`src/rtl/clkdiv_pkg.sv`:
```
package clkdiv_pkg;

  localparam int CODE_W   = 4;
  localparam int RATIO_W  = 6;
  localparam int LANES    = 3;
  localparam int GATE_BIT = 8;

  typedef enum logic [1:0] {
    TBL_GATED  = 2'd0,
    TBL_FULL   = 2'd1,
    TBL_SPARSE = 2'd2
  } tbl_e;

  typedef logic [RATIO_W-1:0] ratio_t;
  typedef logic [CODE_W-1:0]  code_t;

  // Returns the period in cycles for a code; zero marks an invalid code.
  function automatic ratio_t ratio_of(tbl_e t, code_t c);
    ratio_t r;
    case (c)
      4'd0:    r = (t == TBL_FULL)   ? ratio_t'(2)  : '0;
      4'd1:    r = (t == TBL_SPARSE) ? '0 : ratio_t'(3);
      4'd2:    r = (t == TBL_SPARSE) ? '0 : ratio_t'(4);
      4'd3:    r = (t == TBL_SPARSE) ? '0 : ratio_t'(6);
      4'd4:    r = ratio_t'(8);
      4'd5:    r = ratio_t'(12);
      4'd6:    r = ratio_t'(16);
      4'd7:    r = ratio_t'(18);
      4'd8:    r = ratio_t'(24);
      4'd10:   r = ratio_t'(36);
      4'd11:   r = ratio_t'(48);
      4'd12:   r = (t == TBL_SPARSE) ? ratio_t'(10) : '0;
      default: r = '0;
    endcase
    return r;
  endfunction

endpackage

```
`src/rtl/clkdiv_rst_sync.sv`:
```
module clkdiv_rst_sync (
  input  logic clk,
  input  logic rst_n,
  output logic rst_sync_n
);
  logic meta_q;
  logic hold_q;

  always_ff @(posedge clk or negedge rst_n) begin
    if (!rst_n) begin
      meta_q <= 1'b0;
      hold_q <= 1'b0;
    end else begin
      meta_q <= 1'b1;
      hold_q <= meta_q;
    end
  end

  assign rst_sync_n = hold_q;
endmodule

```
`src/rtl/clkdiv_ctrl_reg.sv`:
```
module clkdiv_ctrl_reg
  import clkdiv_pkg::*;
#(
  parameter tbl_e TABLE = TBL_GATED,
  parameter int   REG_W = 16
) (
  input  logic             clk,
  input  logic             rst_n,
  input  logic             wr_en_i,
  input  logic [REG_W-1:0] wr_data_i,
  output logic [REG_W-1:0] ctrl_o
);
  localparam bit               GATED     = (TABLE == TBL_GATED);
  localparam logic [REG_W-1:0] CODE_MASK = REG_W'((1 << CODE_W) - 1);
  localparam logic [REG_W-1:0] ALL_MASK  = REG_W'((1 << (CODE_W * LANES)) - 1);
  localparam logic [REG_W-1:0] GATE_ONE  = REG_W'(1) << GATE_BIT;
  localparam logic [REG_W-1:0] KEEP_MASK = GATED ? (GATE_ONE | CODE_MASK) : ALL_MASK;
  localparam logic [REG_W-1:0] RST_VAL   = GATED ? GATE_ONE : '0;

  logic [REG_W-1:0] ctrl_q;
  logic [REG_W-1:0] ctrl_d;
  logic             ctrl_ce;

  always_comb begin
    ctrl_ce = wr_en_i;
    ctrl_d  = wr_data_i & KEEP_MASK;
  end

  always_ff @(posedge clk or negedge rst_n) begin
    if (!rst_n) begin
      ctrl_q <= RST_VAL;
    end else if (ctrl_ce) begin
      ctrl_q <= ctrl_d;
    end
  end

  assign ctrl_o = ctrl_q;
endmodule

```
`src/rtl/clkdiv_decode.sv`:
```
module clkdiv_decode
  import clkdiv_pkg::*;
#(
  parameter tbl_e TABLE = TBL_GATED
) (
  input  code_t  code_i,
  output ratio_t ratio_o,
  output logic   valid_o
);
  always_comb begin
    ratio_o = ratio_of(TABLE, code_i);
    valid_o = (ratio_o != '0);
  end
endmodule

```
`src/rtl/clkdiv_lane.sv`:
```
module clkdiv_lane
  import clkdiv_pkg::*;
(
  input  logic   clk,
  input  logic   rst_n,
  input  logic   active_i,
  input  ratio_t ratio_i,
  output logic   en_o
);
  ratio_t cnt_q, cnt_d;
  ratio_t per_q, per_d;
  ratio_t eff;
  logic   run_q, run_d;
  logic   en_q, en_d;
  logic   wrap;

  // The held period applies while running; a fresh start takes the new ratio.
  always_comb begin
    eff  = run_q ? per_q : ratio_i;
    wrap = (cnt_q == ratio_t'(eff - ratio_t'(1)));
    if (!active_i) begin
      cnt_d = '0;
      per_d = ratio_i;
      run_d = 1'b0;
      en_d  = 1'b0;
    end else if (wrap) begin
      cnt_d = '0;
      per_d = ratio_i;
      run_d = 1'b1;
      en_d  = 1'b1;
    end else begin
      cnt_d = ratio_t'(cnt_q + ratio_t'(1));
      per_d = eff;
      run_d = 1'b1;
      en_d  = 1'b0;
    end
  end

  always_ff @(posedge clk or negedge rst_n) begin
    if (!rst_n) begin
      cnt_q <= '0;
      per_q <= '0;
      run_q <= 1'b0;
      en_q  <= 1'b0;
    end else begin
      cnt_q <= cnt_d;
      per_q <= per_d;
      run_q <= run_d;
      en_q  <= en_d;
    end
  end

  assign en_o = en_q;
endmodule

```
`src/rtl/clkdiv_table_gate.sv`:
```
module clkdiv_table_gate
  import clkdiv_pkg::*;
#(
  parameter tbl_e TABLE = TBL_GATED,
  parameter int   REG_W = 16
) (
  input  logic             clk,
  input  logic             rst_n,
  input  logic             wr_en_i,
  input  logic [REG_W-1:0] wr_data_i,
  output logic [REG_W-1:0] rd_data_o,
  output logic [LANES-1:0] clk_en_o,
  output logic [LANES-1:0] code_bad_o
);
  localparam bit GATED     = (TABLE == TBL_GATED);
  localparam int ACT_LANES = GATED ? 1 : LANES;

  logic             rst_int_n;
  logic [REG_W-1:0] ctrl;
  logic             stop;

  clkdiv_rst_sync u_rst (
    .clk        (clk),
    .rst_n      (rst_n),
    .rst_sync_n (rst_int_n)
  );

  clkdiv_ctrl_reg #(.TABLE(TABLE), .REG_W(REG_W)) u_reg (
    .clk       (clk),
    .rst_n     (rst_int_n),
    .wr_en_i   (wr_en_i),
    .wr_data_i (wr_data_i),
    .ctrl_o    (ctrl)
  );

  assign stop      = GATED ? ctrl[GATE_BIT] : 1'b0;
  assign rd_data_o = ctrl;

  for (genvar i = 0; i < LANES; i++) begin : g_lane
    if (i < ACT_LANES) begin : g_on
      ratio_t ratio;
      logic   valid;

      clkdiv_decode #(.TABLE(TABLE)) u_dec (
        .code_i  (ctrl[i*CODE_W +: CODE_W]),
        .ratio_o (ratio),
        .valid_o (valid)
      );

      clkdiv_lane u_lane (
        .clk      (clk),
        .rst_n    (rst_int_n),
        .active_i (valid & ~stop),
        .ratio_i  (ratio),
        .en_o     (clk_en_o[i])
      );

      assign code_bad_o[i] = ~valid;
    end else begin : g_off
      assign clk_en_o[i]   = 1'b0;
      assign code_bad_o[i] = 1'b0;
    end
  end
endmodule

```
`config.mk`:
```
export PLATFORM = sky130hd
export DESIGN_NAME = clkdiv_table_gate
export DESIGN_NICKNAME = d
export VERILOG_FILES = /design/src/rtl/clkdiv_pkg.sv /design/src/rtl/clkdiv_rst_sync.sv /design/src/rtl/clkdiv_ctrl_reg.sv /design/src/rtl/clkdiv_decode.sv /design/src/rtl/clkdiv_lane.sv /design/src/rtl/clkdiv_table_gate.sv
export SDC_FILE = /design/constraint.sdc
export NUM_CORES = 1
export LEC_CHECK = 0
export ABC_AREA = 1
export BUFFER_PORTS_ARGS = -buffer_cell sky130_fd_sc_hd__buf_2
export CAP_MARGIN = 25
export CORE_MARGIN = 3
export CORE_UTILIZATION = 43
export CTS_CLUSTER_SIZE = 10
export DETAILED_ROUTE_END_ITERATION = 7
export GPL_TIMING_DRIVEN = 0
export PLACE_DENSITY = 0.67
export SETUP_SLACK_MARGIN = 0.3
export SYNTH_ARGS = -nofsm -noshare
export SYNTH_HDL_FRONTEND = slang
export SYNTH_SLANG_ARGS = --single-unit
```
`constraint.sdc`:
```
create_clock -name clk -period 2.35 [get_ports clk]
set_input_delay 0.1175 -clock clk [delete_from_list [all_inputs] [get_ports clk]]
set_output_delay 0.1175 -clock clk [all_outputs]
set_load 0.02 [all_outputs]
```
# Yosys cells after proc, flatten, opt, wreduce, memory -nomap -nowiden
# Memories as Yosys holds them, arrays and structs flattened.
# Cells that the tools add are included.
[totals]
regBits = 21
latch_bits = 0
ram_bits = 0
romBits = 96
inputBits = 19
output_inout_bits = 22
n_memories = 1
[classes]
n_addsub = 2
n_mul = 0
div = 0
n_lt_le_gt_ge = 0
eq_ne = 1
n_shift = 0
muxes = 8
bitwise_logic = 3
n_reduce_logical = 1
[mem_list]
columns = ["memory", "words", "width", "read_ports", "rd_clocked_by_memory_dff", "wr", "line_no", "text"]
rows = [
  ["(name not given)", 16, 6, 1, 0, 0, "clkdiv_pkg.sv:20", "case (c)"],
]
[ops]
columns = ["operator", "count"]
rows = [
  ["2-to-1 mux 6 bit", 5],
  ["adder 6 x 1 -> 6 bit, second input constant", 1],
  ["== test 6 bit", 1],
  ["nonzero test 6 bit", 1],
  ["subtractor 6 x 1 -> 6 bit, second input constant", 1],
  ["2-to-1 mux 1 bit", 3],
  ["inverter 1 bit", 2],
  ["AND 1 bit", 1],
]

# Depth between registers and ports, before layout
# Gate-level depths: netlist of the first run.
# An unclocked memory read counts as a cell.
[logic_depth]
ltp_word = 6
depth_mapped = 17

# By module
# A second synthesis of the first run with hierarchy kept.
[hier_totals]
hier_cells = 217
area_unflattened_um2 = 1515.2
[by_module_without_submodules]
columns = ["module", "n_inst", "cells_each", "area_per_inst_um2", "seq_area_each_um2"]
rows = [
  ["clkdiv_lane", 1, 139, 964.7, 350.3],
  ["clkdiv_ctrl_reg", 1, 33, 272.8, 126.4],
  ["clkdiv_decode", 1, 35, 180.2, 0.0],
  ["clkdiv_rst_sync", 1, 3, 53.8, 50.0],
  ["clkdiv_table_gate", 1, 7, 43.8, 0.0],
]

# Worst setup path after synthesis of the first run
# No wires, ideal clock.
[synth_path]
path_type = "flip-flop to flip-flop"
start = "reg u_reg.ctrl_q[1], in the netlist u_reg.ctrl_o[1]"
end = "reg g_lane[0].g_on.u_lane.cnt_q[0]"
setup_ps = 121
arrival_time_ps = 2093
t_required_ps = 2229
setup_slack_ps = 136
path_stages_with_launch = 15
path_buffers = 1
period_less_slack_ps = 2214
path_cell_list = "dfrtp_1 > inv_1 > ha_1 > nor2_1 > nand2_1 > nand2_1 > nor3_1 > nand4_1 > nor2_1 > inv_2 > nand2_1 > inv_4 > nand2_4 > buf_6 > nor2_1"
[synth_between]
elab_cells_between_ends = 8
[synth_lines]
columns = ["item", "line_no", "text"]
rows = [
  ["start: declaration", "clkdiv_ctrl_reg.sv:20", "logic [REG_W-1:0] ctrl_q;"],
  ["start signal: assignment", "clkdiv_ctrl_reg.sv:33", "ctrl_q <= ctrl_d;"],
  ["memory read (16 x 6 bit)", "n/a", ""],
  ["nonzero test 6 bit", "clkdiv_decode.sv:12", "valid_o = (ratio_o != '0);"],
  ["AND 1 bit", "clkdiv_table_gate.sv:53", ".active_i (valid & ~stop),"],
  ["named net g_lane[0].g_on.u_lane.active_i", "clkdiv_lane.sv:6", "input logic active_i,"],
  ["2-to-1 mux 6 bit", "clkdiv_lane.sv:21", "if (!active_i) begin"],
  ["named net g_lane[0].g_on.u_lane.cnt_d[0]", "clkdiv_lane.sv:10", "ratio_t cnt_q, cnt_d;"],
  ["end signal: assignment", "clkdiv_lane.sv:46", "cnt_q <= cnt_d;"],
  ["end: declaration", "clkdiv_lane.sv:10", ""],
]
# The timed path passes the listed nets, and every way through them passes these cells.
# A chain may end at the register's enable or synchronous reset.

# Worst setup path after layout of the first run
[layout_path]
start = "reg u_reg.ctrl_q[1], in the netlist u_reg.ctrl_o[1]"
end = "reg g_lane[0].g_on.u_lane.cnt_q[0]"
[layout_between]
elab_chain_cells = 6
elab_cells_between_ends = 8
[layout_rtl]
columns = ["item", "line_no", "text"]
rows = [
  ["memory read (16 x 6 bit) (*)", "n/a", ""],
  ["2-to-1 mux 6 bit", "clkdiv_lane.sv:19", "eff = run_q ? per_q : ratio_i;"],
  ["subtractor 6 x 1 -> 6 bit", "clkdiv_lane.sv:20", "wrap = (cnt_q == ratio_t'(eff - ratio_t'(1)));"],
  ["== test 6 bit", "clkdiv_lane.sv:20", ""],
  ["2-to-1 mux 6 bit", "clkdiv_lane.sv:26", "end else if (wrap) begin"],
  ["2-to-1 mux 6 bit (*)", "clkdiv_lane.sv:21", ""],
  ["named net g_lane[0].g_on.u_lane.cnt_d[0]", "clkdiv_lane.sv:10", ""],
]
# Mark *: on every way through the listed nets, which the timed path passes. The rest lies on a longest branch.

==> results.ini, run 1 <==
[status]
status = completed

[final_layout]
antenna_cells = 0
fill_cells = 284
fin_area_sq_um = 1950
areaGrowthSynthToFinish_pct = 35.7
drive_above_1_share_pct = 42.5
post-route-util_pct = 62.4
fin_nets = 266

[power]
worst_ir_drop_vdd_mv = 0.363
p_leak_nw = 1.05
p_per_area_nw_per_um2 = 695

[timing]
finalHoldViolCount = 0
setup_tns_ps = 0
min_period_over_period_pct = 93.1
tightest_slew_ps = 769
slew_headroom_pct = 48.7
fmax_mhz = 457
fin_crit_ps = 2190
setup-violations-final = 0
rsz0062_at_grt = yes
fin_ws_ps = 163
fin_skew_ps = 14.7
slew_violations = 0

[clock_tree]
h-tree-depth = 1
cts_tree = done
root_buffer = clkbuf_4
clkLatencyLatePin_ps = 320
numCtsBuffers = 3
clk_pin_slew_ps = 130
numClockSinks = 21
clockBufferDepth = 2

[route]
drt_iter0_markers = 44
drt_wl_total_mm = 3.13
route.detailed.drc = 0
first_pass_iters = 4
routedWlPerCell_um = 11.0
viasPerCell = 4.50
vias = 1277
antenna_left = 0

[yosys]
ys_seq_area_share_pct = 36.6
syn_avg_cell_area_sq_um = 7.42
ys_warn_count = 0
ys_seq_elements = 21
synth_async_sr_flop_share_pct = 100
synth_top_area_cell = dfrtp_1
netlist_top_cells_area = dfrtp_1 (35%), nand2_1 (13%), nand3_1 (9.4%)
synth_top_area_share_pct = 34.8
synth.top_cells.by_count = nand2_1 (51), nand3_1 (27), dfrtp_1 (20), inv_1 (17)
yosys.cell_count.top_type = nand2_1
synth.distinct_cells = 27
syn_area_sq_um = 1440
synth-edff-count = 0
netlist_instances = 194
synthFlopType = dfrtp_1

[floorplanning]
initial_utilization_pct = 46.0
die_w_um = 63.8
rows = 20
die-area_sq_um = 4080
chipHeight_um = 63.8
core_sq_um = 3130
io_pins = 41

[place]
place_ws_ps = 112
hpwl_mm = 2.14
dpl_cell_area_sq_um = 1670
port_buffers = 13
gp_congestion = 0.752

[grt]
grt_max_degree = 20
antenna_found_initial = 0
grt_first_pass_wirelength_mm = 5.13
track_usage_pct = 16.0
gr-total-overflow = 0
grt_pass1_vias = 1170

[setup_path]
crit_top_cell = nand2_4
cp_slowest_cell = dfrtp_2
path_class = reg2reg
start_kind = flip-flop
cp.required_ps = 2560
crit_chain = inv_4 -> ha_4 -> nand3_2 -> nand2_2 -> nand2_4 -> ha_4 -> xnor2_2 -> a21oi_2 -> nand3_1 -> nor2_2 -> nand2_4 -> nand2_4 -> buf_8 -> nor2_2
cp-end-kind = flip-flop
worstPathArrival_ps = 2390
worst_r2r_path_depth = 14
crit_path_max_fanout = 5
slowest_delay_ps = 480

[job]
max_cap_violations = 0

[min_path]
hp-class = in2reg
hold_depth = 3

[logic make-up after synthesis]
| kind of cell | share of synthesized area, % |
|---|---|
| AND/OR/NAND/NOR | 35.7 |
| adder cells (fa/ha/maj) | 5.22 |
| XOR/XNOR | 3.65 |
| AO/OA/AOI/OAI | 2.96 |
| flip-flops | 36.6 |
| other | 0.522 |
| buffers and inverters | 15.3 |
[sequential cells by signal, indices dropped and copies added, names as in the netlist]
name and flops:
g_lane.g_on.u_lane.cnt_q 6, g_lane.g_on.u_lane.per_q 6, u_reg.ctrl_o 5, g_lane.g_on.u_lane.en_o 1, g_lane.g_on.u_lane.run_q 1, u_rst.meta_q 1, u_rst.rst_sync_n 1
[per-layer routing]
metal	share of wire, %	GRT usage [%]	up-vias
li1	-	-	670
met1	46	21.3	575
met2	49	25.9	25
met3	2.9	1.58	7
met4	2.3	7.55	0
met5	0	0	-
[cell type report]
cell class	instances	area, sq um	share of cell area [%]
clock buffers	3	22.5	1.15
plain buffers	18	139	7.12
well taps	44	55.1	2.82
multi-input cells	147	895	45.8
repair buffers	28	214	11.0
inverters	22	90.1	4.62
flip-flops and latches	21	532	27.2
clock inverters	1	5.00	0.256
[metrics by stage]
step / std cells / hold slack, ps / power [W]
2_1_floorplan: 208 / -178 / 0.000897
3_3_place_gp: 265 / -96.2 / 0.000993
3_5_place_dp: 265 / -95.1 / 0.000999
4_1_cts: 281 / 3.92 / 0.00126
5_1_grt: 284 / 39.1 / 0.00146
6_report: 284 / 3.88 / 0.00136
[path summary, 6_finish.rpt]
check | slack [ps] | to | startpoint
worst max-delay path | 160 | g_lane[0].g_on.u_lane.cnt_q[0] | u_reg.ctrl_o[1]
min in group asynchronous | 110 | u_rst.meta_q | rst_n
worst min-delay path | 4 | u_reg.ctrl_o[1] | wr_data_i[1]
max in group asynchronous | 1520 | g_lane[0].g_on.u_lane.run_q | u_rst.rst_sync_n
worst min register to register | 310 | g_lane[0].g_on.u_lane.per_q[5] | u_rst.rst_sync_n
worst max register to register | 160 | g_lane[0].g_on.u_lane.cnt_q[0] | u_reg.ctrl_o[1]
[power by group]
part	internal (W)	switching, W
registers	0.000414	0.0000563
logic	0.000311	0.000393
clock network	0.0000638	0.000118
[repair_timing]
item | 4_1_cts | 5_1_grt
resized for setup | 9 | 27
hold endpoints to repair | 5 | 0
hold buffers | 4 | 0
cloned | 1 | 0
setup endpoints to repair | 13 | 14
pin swaps | 7 | 18
setup buffers | 7 | 3
[critical path: cells and delay by family (launching register included)]
family	cells	cell delay (ps)
buffers and inverters	2	220
flip-flops	1	480
XOR/XNOR	1	130
AND/OR/NAND/NOR	8	730
adder cells (fa/ha/maj)	2	380
AO/OA/AOI/OAI	1	120
[cells in the final DEF, fill, tap and decap left out, types with 2 or more instances in the layout]
master / count
buf_2: 12
clkbuf_4: 3
nand2_1: 39
dlygate4sd3_1: 4
nor2_4: 2
xor2_1: 3
nand3b_1: 3
inv_2: 7
dfrtp_2: 4
ha_4: 3
conb_1: 16
ha_1: 3
nand3_1: 22
nand2_2: 13
xnor2_1: 2
nand2_4: 5
o21ai_0: 6
nor2_2: 7
inv_4: 3
nand3_2: 6
buf_4: 26
or2_2: 2
nor2_1: 9
inv_1: 12
dfrtp_1: 16
Power figures use the tool's default switching activity.
==> inputs of run 2 (changes only) <==
Settings changed: CORE_ASPECT_RATIO set to 1.4.
==> run 2 against run 1 <==
Effect of this change:
- hold slack gained 51 ps
- wire length fell by 1.4%
- maximum frequency rose by 1.6%
- clock power increased by 30%
- non-clock buffer count fell by 2
- count of clock-buffer cells in the layout increased by 1
- core utilization decreased by 1.2 points
- power is 1.3% higher
- cell count is 2.5% lower
- sequential share of layout area increased by 0.32 points
- global-route usage up 0.74 points
- via count shrank 0.47%
==> results.ini, run 2 (synthesized netlist as in run 1, its figures left out) <==
[power]
p_seq_share_pct = 34.1
share_comb_of_total_power_pct = 48.7
p_int_w = 0.000826
swShare_pct = 39.9
clock_power_share_pct = 17.2
worst_ir_drop_vdd_mv = 0.531
p_per_area_nw_per_um2 = 713
p_leak_nw = 1.04
p_sw_w = 0.000549

[grt]
use_met1_pct = 18.8
top_usage_layer = met2
track_usage_pct = 16.7
gr-total-overflow = 0
use_met2_pct = 30.7
grt_pass1_vias = 1188
grt_max_degree = 20
antenna_found_initial = 0
use_met3_pct = 2.20
grt_first_pass_wirelength_mm = 5.00

[clock_tree]
cts_tree = done
clockBufferDepth = 2
numClockSinks = 21
clkLatencyLatePin_ps = 260
root_buffer = clkbuf_8
clk_pin_slew_ps = 70
numCtsBuffers = 3
h-tree-depth = 1

[place]
dpl_cell_area_sq_um = 1660
gp_congestion = 0.839
hpwl_mm = 2.18
port_buffers = 13

[final_layout]
fin_nets = 264
final_cell_mix = nand2_1 (42), buf_4 (26), nand3_1 (21), conb_1 (16), dfrtp_1 (16)
fill_cells = 292
drive_above_1_share_pct = 42.0
mostFrequentLayoutCell = nand2_1
areaGrowthSynthToFinish_pct = 34.1
antenna_cells = 0
fin_area_sq_um = 1930

[setup_path]
start_kind = flip-flop
worst_r2r_path_depth = 15
path_buf_inv = 2
worstSetupPathDepth = 15
cp_top_family = simple AND/OR/NAND/NOR gates
path_class = reg2reg
startpoint = u_reg.ctrl_o[1]
worstPathArrival_ps = 2350
reg2reg_slack_ps = 200
cp.required_ps = 2550
r2r-start = u_reg.ctrl_o[1]
cp-end-kind = flip-flop
cp_slowest_cell = dfrtp_2
r2r-end = g_lane[0].g_on.u_lane.per_q[4]
crit_path_max_fanout = 6
slowest_delay_ps = 450
cp-endpoint = g_lane[0].g_on.u_lane.per_q[4]
crit_chain = inv_4 -> ha_4 -> nand3_2 -> nand2_1 -> nand2_2 -> ha_4 -> xnor2_2 -> a21oi_2 -> nand3_2 -> nor2_4 -> nand2_4 -> nand2_4 -> buf_6 -> nand2_2 -> nand2_1

[route]
first_pass_iters = 4
vias = 1271
routedWlPerCell_um = 11.1
drt_wl_total_mm = 3.08
drt_iter0_markers = 25
viasPerCell = 4.59
antenna_left = 0
route.detailed.drc = 0

[floorplanning]
io_pins = 41
rows = 24
core_sq_um = 3150
initial_utilization_pct = 45.6
die-area_sq_um = 4090
die_w_um = 54.9
chipHeight_um = 74.4

[timing]
setup_tns_ps = 0
min_period_over_period_pct = 91.6
fmax_mhz = 465
slew_headroom_pct = 48.4
rsz0062_at_grt = yes
fin_skew_ps = 1.65
slew_violations = 0
tightest_slew_ps = 774
fin_crit_ps = 2150
setup-violations-final = 0
finalHoldViolCount = 0

[job]
max_cap_violations = 0

[min_path]
hp-class = in2reg

[status]
status = completed

[run 2: cell count changes in the layout (fill, tap and decap cells not counted), sizes merged]
cell         previous run  this run
buf                    41        42
clkinv                  1         0
clkbuf                  4         5
dlygate4sd3             4         1
[run 2: power by group through the flow]
| stage | logic (W) | clock network [W] | registers, W |
|---|---|---|---|
| 2_1_floorplan | 0.000427 | 0 | 0.000470 |
| 3_3_place_gp | 0.000521 | 0 | 0.000472 |
| 3_5_place_dp | 0.000526 | 0 | 0.000473 |
| 4_1_cts | 0.000587 | 0.000245 | 0.000466 |
| 5_1_grt | 0.000743 | 0.000256 | 0.000478 |
| 6_report | 0.000669 | 0.000236 | 0.000469 |
[run 2: worst min-delay path by stage]
stage	from	end	slack, ps	depth (start not counted)
after floorplan	rst_n	u_rst.meta_q	-180	0
after global placement	rst_n	u_rst.rst_sync_n	-100	1
after detailed placement	rst_n	u_rst.meta_q	-90	1
after CTS	wr_data_i[2]	u_reg.ctrl_o[2]	50	3
after global routing	wr_data_i[8]	u_reg.ctrl_o[8]	80	3
final	wr_data_i[2]	u_reg.ctrl_o[2]	60	3
[run 2: metal layers]
metal | wire, um | share of wire, % | vias up
met2 | 1740 | 56 | 22
met1 | 1190 | 39 | 577
met4 | 53 | 1.7 | 0
met3 | 102 | 3.3 | 5
met5 | 0 | 0 | -
li1 | - | - | 667
[run 2: stage by stage]
stage	setup WS, ps	utilization [%]	power (W)	std cells	hold WS (ps)
finish	198	61.2	0.00137	277	55.1
CTS	240	57.4	0.00130	274	52.9
global placement	115	52.8	0.000993	260	-97.7
floorplan	294	-	0.000897	208	-178
global route	83.0	61.2	0.00148	277	78.9
detailed placement	129	52.8	0.000999	260	-95.0
[run 2: final cells by class]
class	count	area, sq um	area share (%)
clock buffer	4	45.0	2.33
multi-input combinational	147	902	46.8
inverter	22	87.6	4.54
timing repair buffer	26	179	9.27
buffer	18	135	7.00
tap	39	48.8	2.53
sequential	21	532	27.6
[run 2: worst reg2reg max path, cell delays in order (launching register included)]
cell and delay (ps):
dfrtp_2 450, inv_4 100, ha_4 130, nand3_2 70
nand2_1 90, nand2_2 80, ha_4 250, xnor2_2 130
a21oi_2 120, nand3_2 100, nor2_4 140, nand2_4 90
nand2_4 110, buf_6 130, nand2_2 40, nand2_1 60
[run 2: repair_timing]
action | 4_1_cts | 5_1_grt
hold buffers | 1 | 0
resized for setup | 11 | 22
endpoints found under the hold margin | 2 | 0
setup buffers | 8 | 3
setup endpoints to repair | 12 | 14
pin swaps | 8 | 13
cloned | 1 | 0
==> inputs of run 3 (changes only) <==
Settings changed: CELL_PAD_IN_SITES_DETAIL_PLACEMENT set to 0, CELL_PAD_IN_SITES_GLOBAL_PLACEMENT set to 1, CORE_UTILIZATION 43 to 39, PLACE_DENSITY 0.67 to 0.83.
==> run 3 against run 2 <==
Effect of this change:
- count of clock-buffer cells in the layout decreased by 1
- largest power group unchanged
- core utilization decreased by 4.7 points
- hold slack about the same
==> results.ini, run 3 (synthesized netlist as in run 1, its figures left out) <==
[floorplanning]
io_pins = 41
chipHeight_um = 77.9
die_w_um = 57.3
rows = 25
initial_utilization_pct = 41.4
core_sq_um = 3470
die-area_sq_um = 4460

[clock_tree]
numClockSinks = 21
clk_pin_slew_ps = 80
clkLatencyLatePin_ps = 270
root_buffer = clkbuf_8
clockBufferDepth = 2
numCtsBuffers = 3
cts_tree = done
h-tree-depth = 1

[place]
hpwl_mm = 2.32
dpl_cell_area_sq_um = 1670
place_ws_ps = 101
gp_congestion = 0.750
port_buffers = 13

[grt]
grt_max_degree = 20
grt_first_pass_wirelength_mm = 5.72
grt_pass1_vias = 1290
antenna_found_initial = 0
track_usage_pct = 16.4
gr-total-overflow = 0

[timing]
fin_ws_ps = 220
tightest_slew_ps = 782
slew_violations = 0
finalHoldViolCount = 0
fin_crit_ps = 2130
setup-violations-final = 0
rsz0062_at_grt = yes
slew_headroom_pct = 47.9
hold_ws_ps = 54.7
min_period_over_period_pct = 90.6
fin_skew_ps = 5.04
fmax_mhz = 469
setup_tns_ps = 0

[setup_path]
crit_path_max_fanout = 5
cp-endpoint = g_lane[0].g_on.u_lane.cnt_q[0]
r2r-end = g_lane[0].g_on.u_lane.cnt_q[0]
r2r-start = u_reg.ctrl_o[0]
cp-end-kind = flip-flop
cp_slowest_cell = dfrtp_2
slowest_delay_ps = 460
worstPathArrival_ps = 2280
path_class = reg2reg
worst_r2r_path_depth = 14
reg2reg_slack_ps = 220
crit_chain = buf_6 -> ha_4 -> nand3_4 -> nand2_2 -> nand2_2 -> ha_4 -> xnor2_2 -> a21oi_2 -> nand3_1 -> nor2_2 -> nand2_4 -> nand2_4 -> buf_6 -> nor2_2
cp.required_ps = 2500
start_kind = flip-flop
startpoint = u_reg.ctrl_o[0]

[min_path]
hp-class = in2reg

[job]
max_cap_violations = 0

[route]
route.detailed.drc = 0
routedWlPerCell_um = 11.8
viasPerCell = 4.59
first_pass_iters = 4
drt_wl_total_mm = 3.30
vias = 1285
drt_iter0_markers = 22
antenna_left = 0

[power]
p_per_area_nw_per_um2 = 714
p_leak_nw = 1.06
worst_ir_drop_vdd_mv = 0.425

[final_layout]
antenna_cells = 0
areaGrowthSynthToFinish_pct = 36.3
fill_cells = 343
post-route-util_pct = 56.5
drive_above_1_share_pct = 42.9
mostFrequentLayoutCell = nand2_1
final_cell_mix = nand2_1 (41), buf_4 (27), nand3_1 (23), conb_1 (16), dfrtp_1 (16)
fin_nets = 266
fin_area_sq_um = 1960

[status]
status = completed

run 3: changes by cell type in the layout (fill, tap and decap cells not counted), sizes merged:
cell,before,now
clkbuf,5,4
buf,42,44
clkinv,0,1
run 3: worst min-delay path by stage:
stage	start	end	cells past startpoint
after detailed placement	rst_n	u_rst.meta_q	1
after global placement	rst_n	u_rst.rst_sync_n	1
after CTS	wr_data_i[2]	u_reg.ctrl_o[2]	3
after global routing	wr_data_i[3]	u_reg.ctrl_o[3]	3
after floorplan	rst_n	u_rst.meta_q	0
final	wr_data_i[2]	u_reg.ctrl_o[2]	3
run 3: final cells by class:
class / instances / area [sq um] / area share [%]
Clock inverter: 1 / 5.00 / 0.255
Inverter: 22 / 90.1 / 4.59
Multi-Input combinational cell: 147 / 910 / 46.4
Sequential cell: 21 / 532 / 27.1
Tap cell: 40 / 50.0 / 2.55
Buffer: 18 / 135 / 6.89
Timing Repair Buffer: 28 / 198 / 10.1
Clock buffer: 3 / 41.3 / 2.11
run 3: timing repair:
action | CTS | global route
setup buffers | 8 | 5
endpoints found under the hold margin | 2 | 0
hold buffers | 1 | 0
pin swaps | 8 | 14
setup endpoints to repair | 12 | 14
gates cloned | 1 | 0
gates resized for setup | 16 | 21
run 3: metrics by stage:
| step | power, W | std cells |
|---|---|---|
| 2_1_floorplan | 0.000897 | 208 |
| 3_3_place_gp | 0.00100 | 261 |
| 3_5_place_dp | 0.00101 | 261 |
| 4_1_cts | 0.00133 | 275 |
| 5_1_grt | 0.00152 | 280 |
| 6_report | 0.00140 | 280 |
run 3: critical path, delay by kind of cell (launching register included):
family                   cells  cell delay [ps]
AO/OA/AOI/OAI                1              100
XOR/XNOR                     1              120
adder cells (fa/ha/maj)      2              370
buffers and inverters        2              270
flip-flops                   1              460
AND/OR/NAND/NOR              8              690
run 3: power by group:
group / switching, W / leakage, nW / internal [W]
clock: 0.000124 / 0.0255 / 0.000118
combinational: 0.000382 / 0.775 / 0.000302
sequential: 0.0000589 / 0.264 / 0.000415
total: 0.000565 / 1.06 / 0.000835
run 3: layer usage:
| metal | wire, um | up-vias | global-route usage [%] |
|---|---|---|---|
| met3 | 106 | 4 | 1.66 |
| met1 | 1300 | 584 | 18.3 |
| met5 | 0 | - | 0 |
| met2 | 1830 | 30 | 30.1 |
| li1 | - | 667 | - |
| met4 | 62 | 0 | 7.89 |
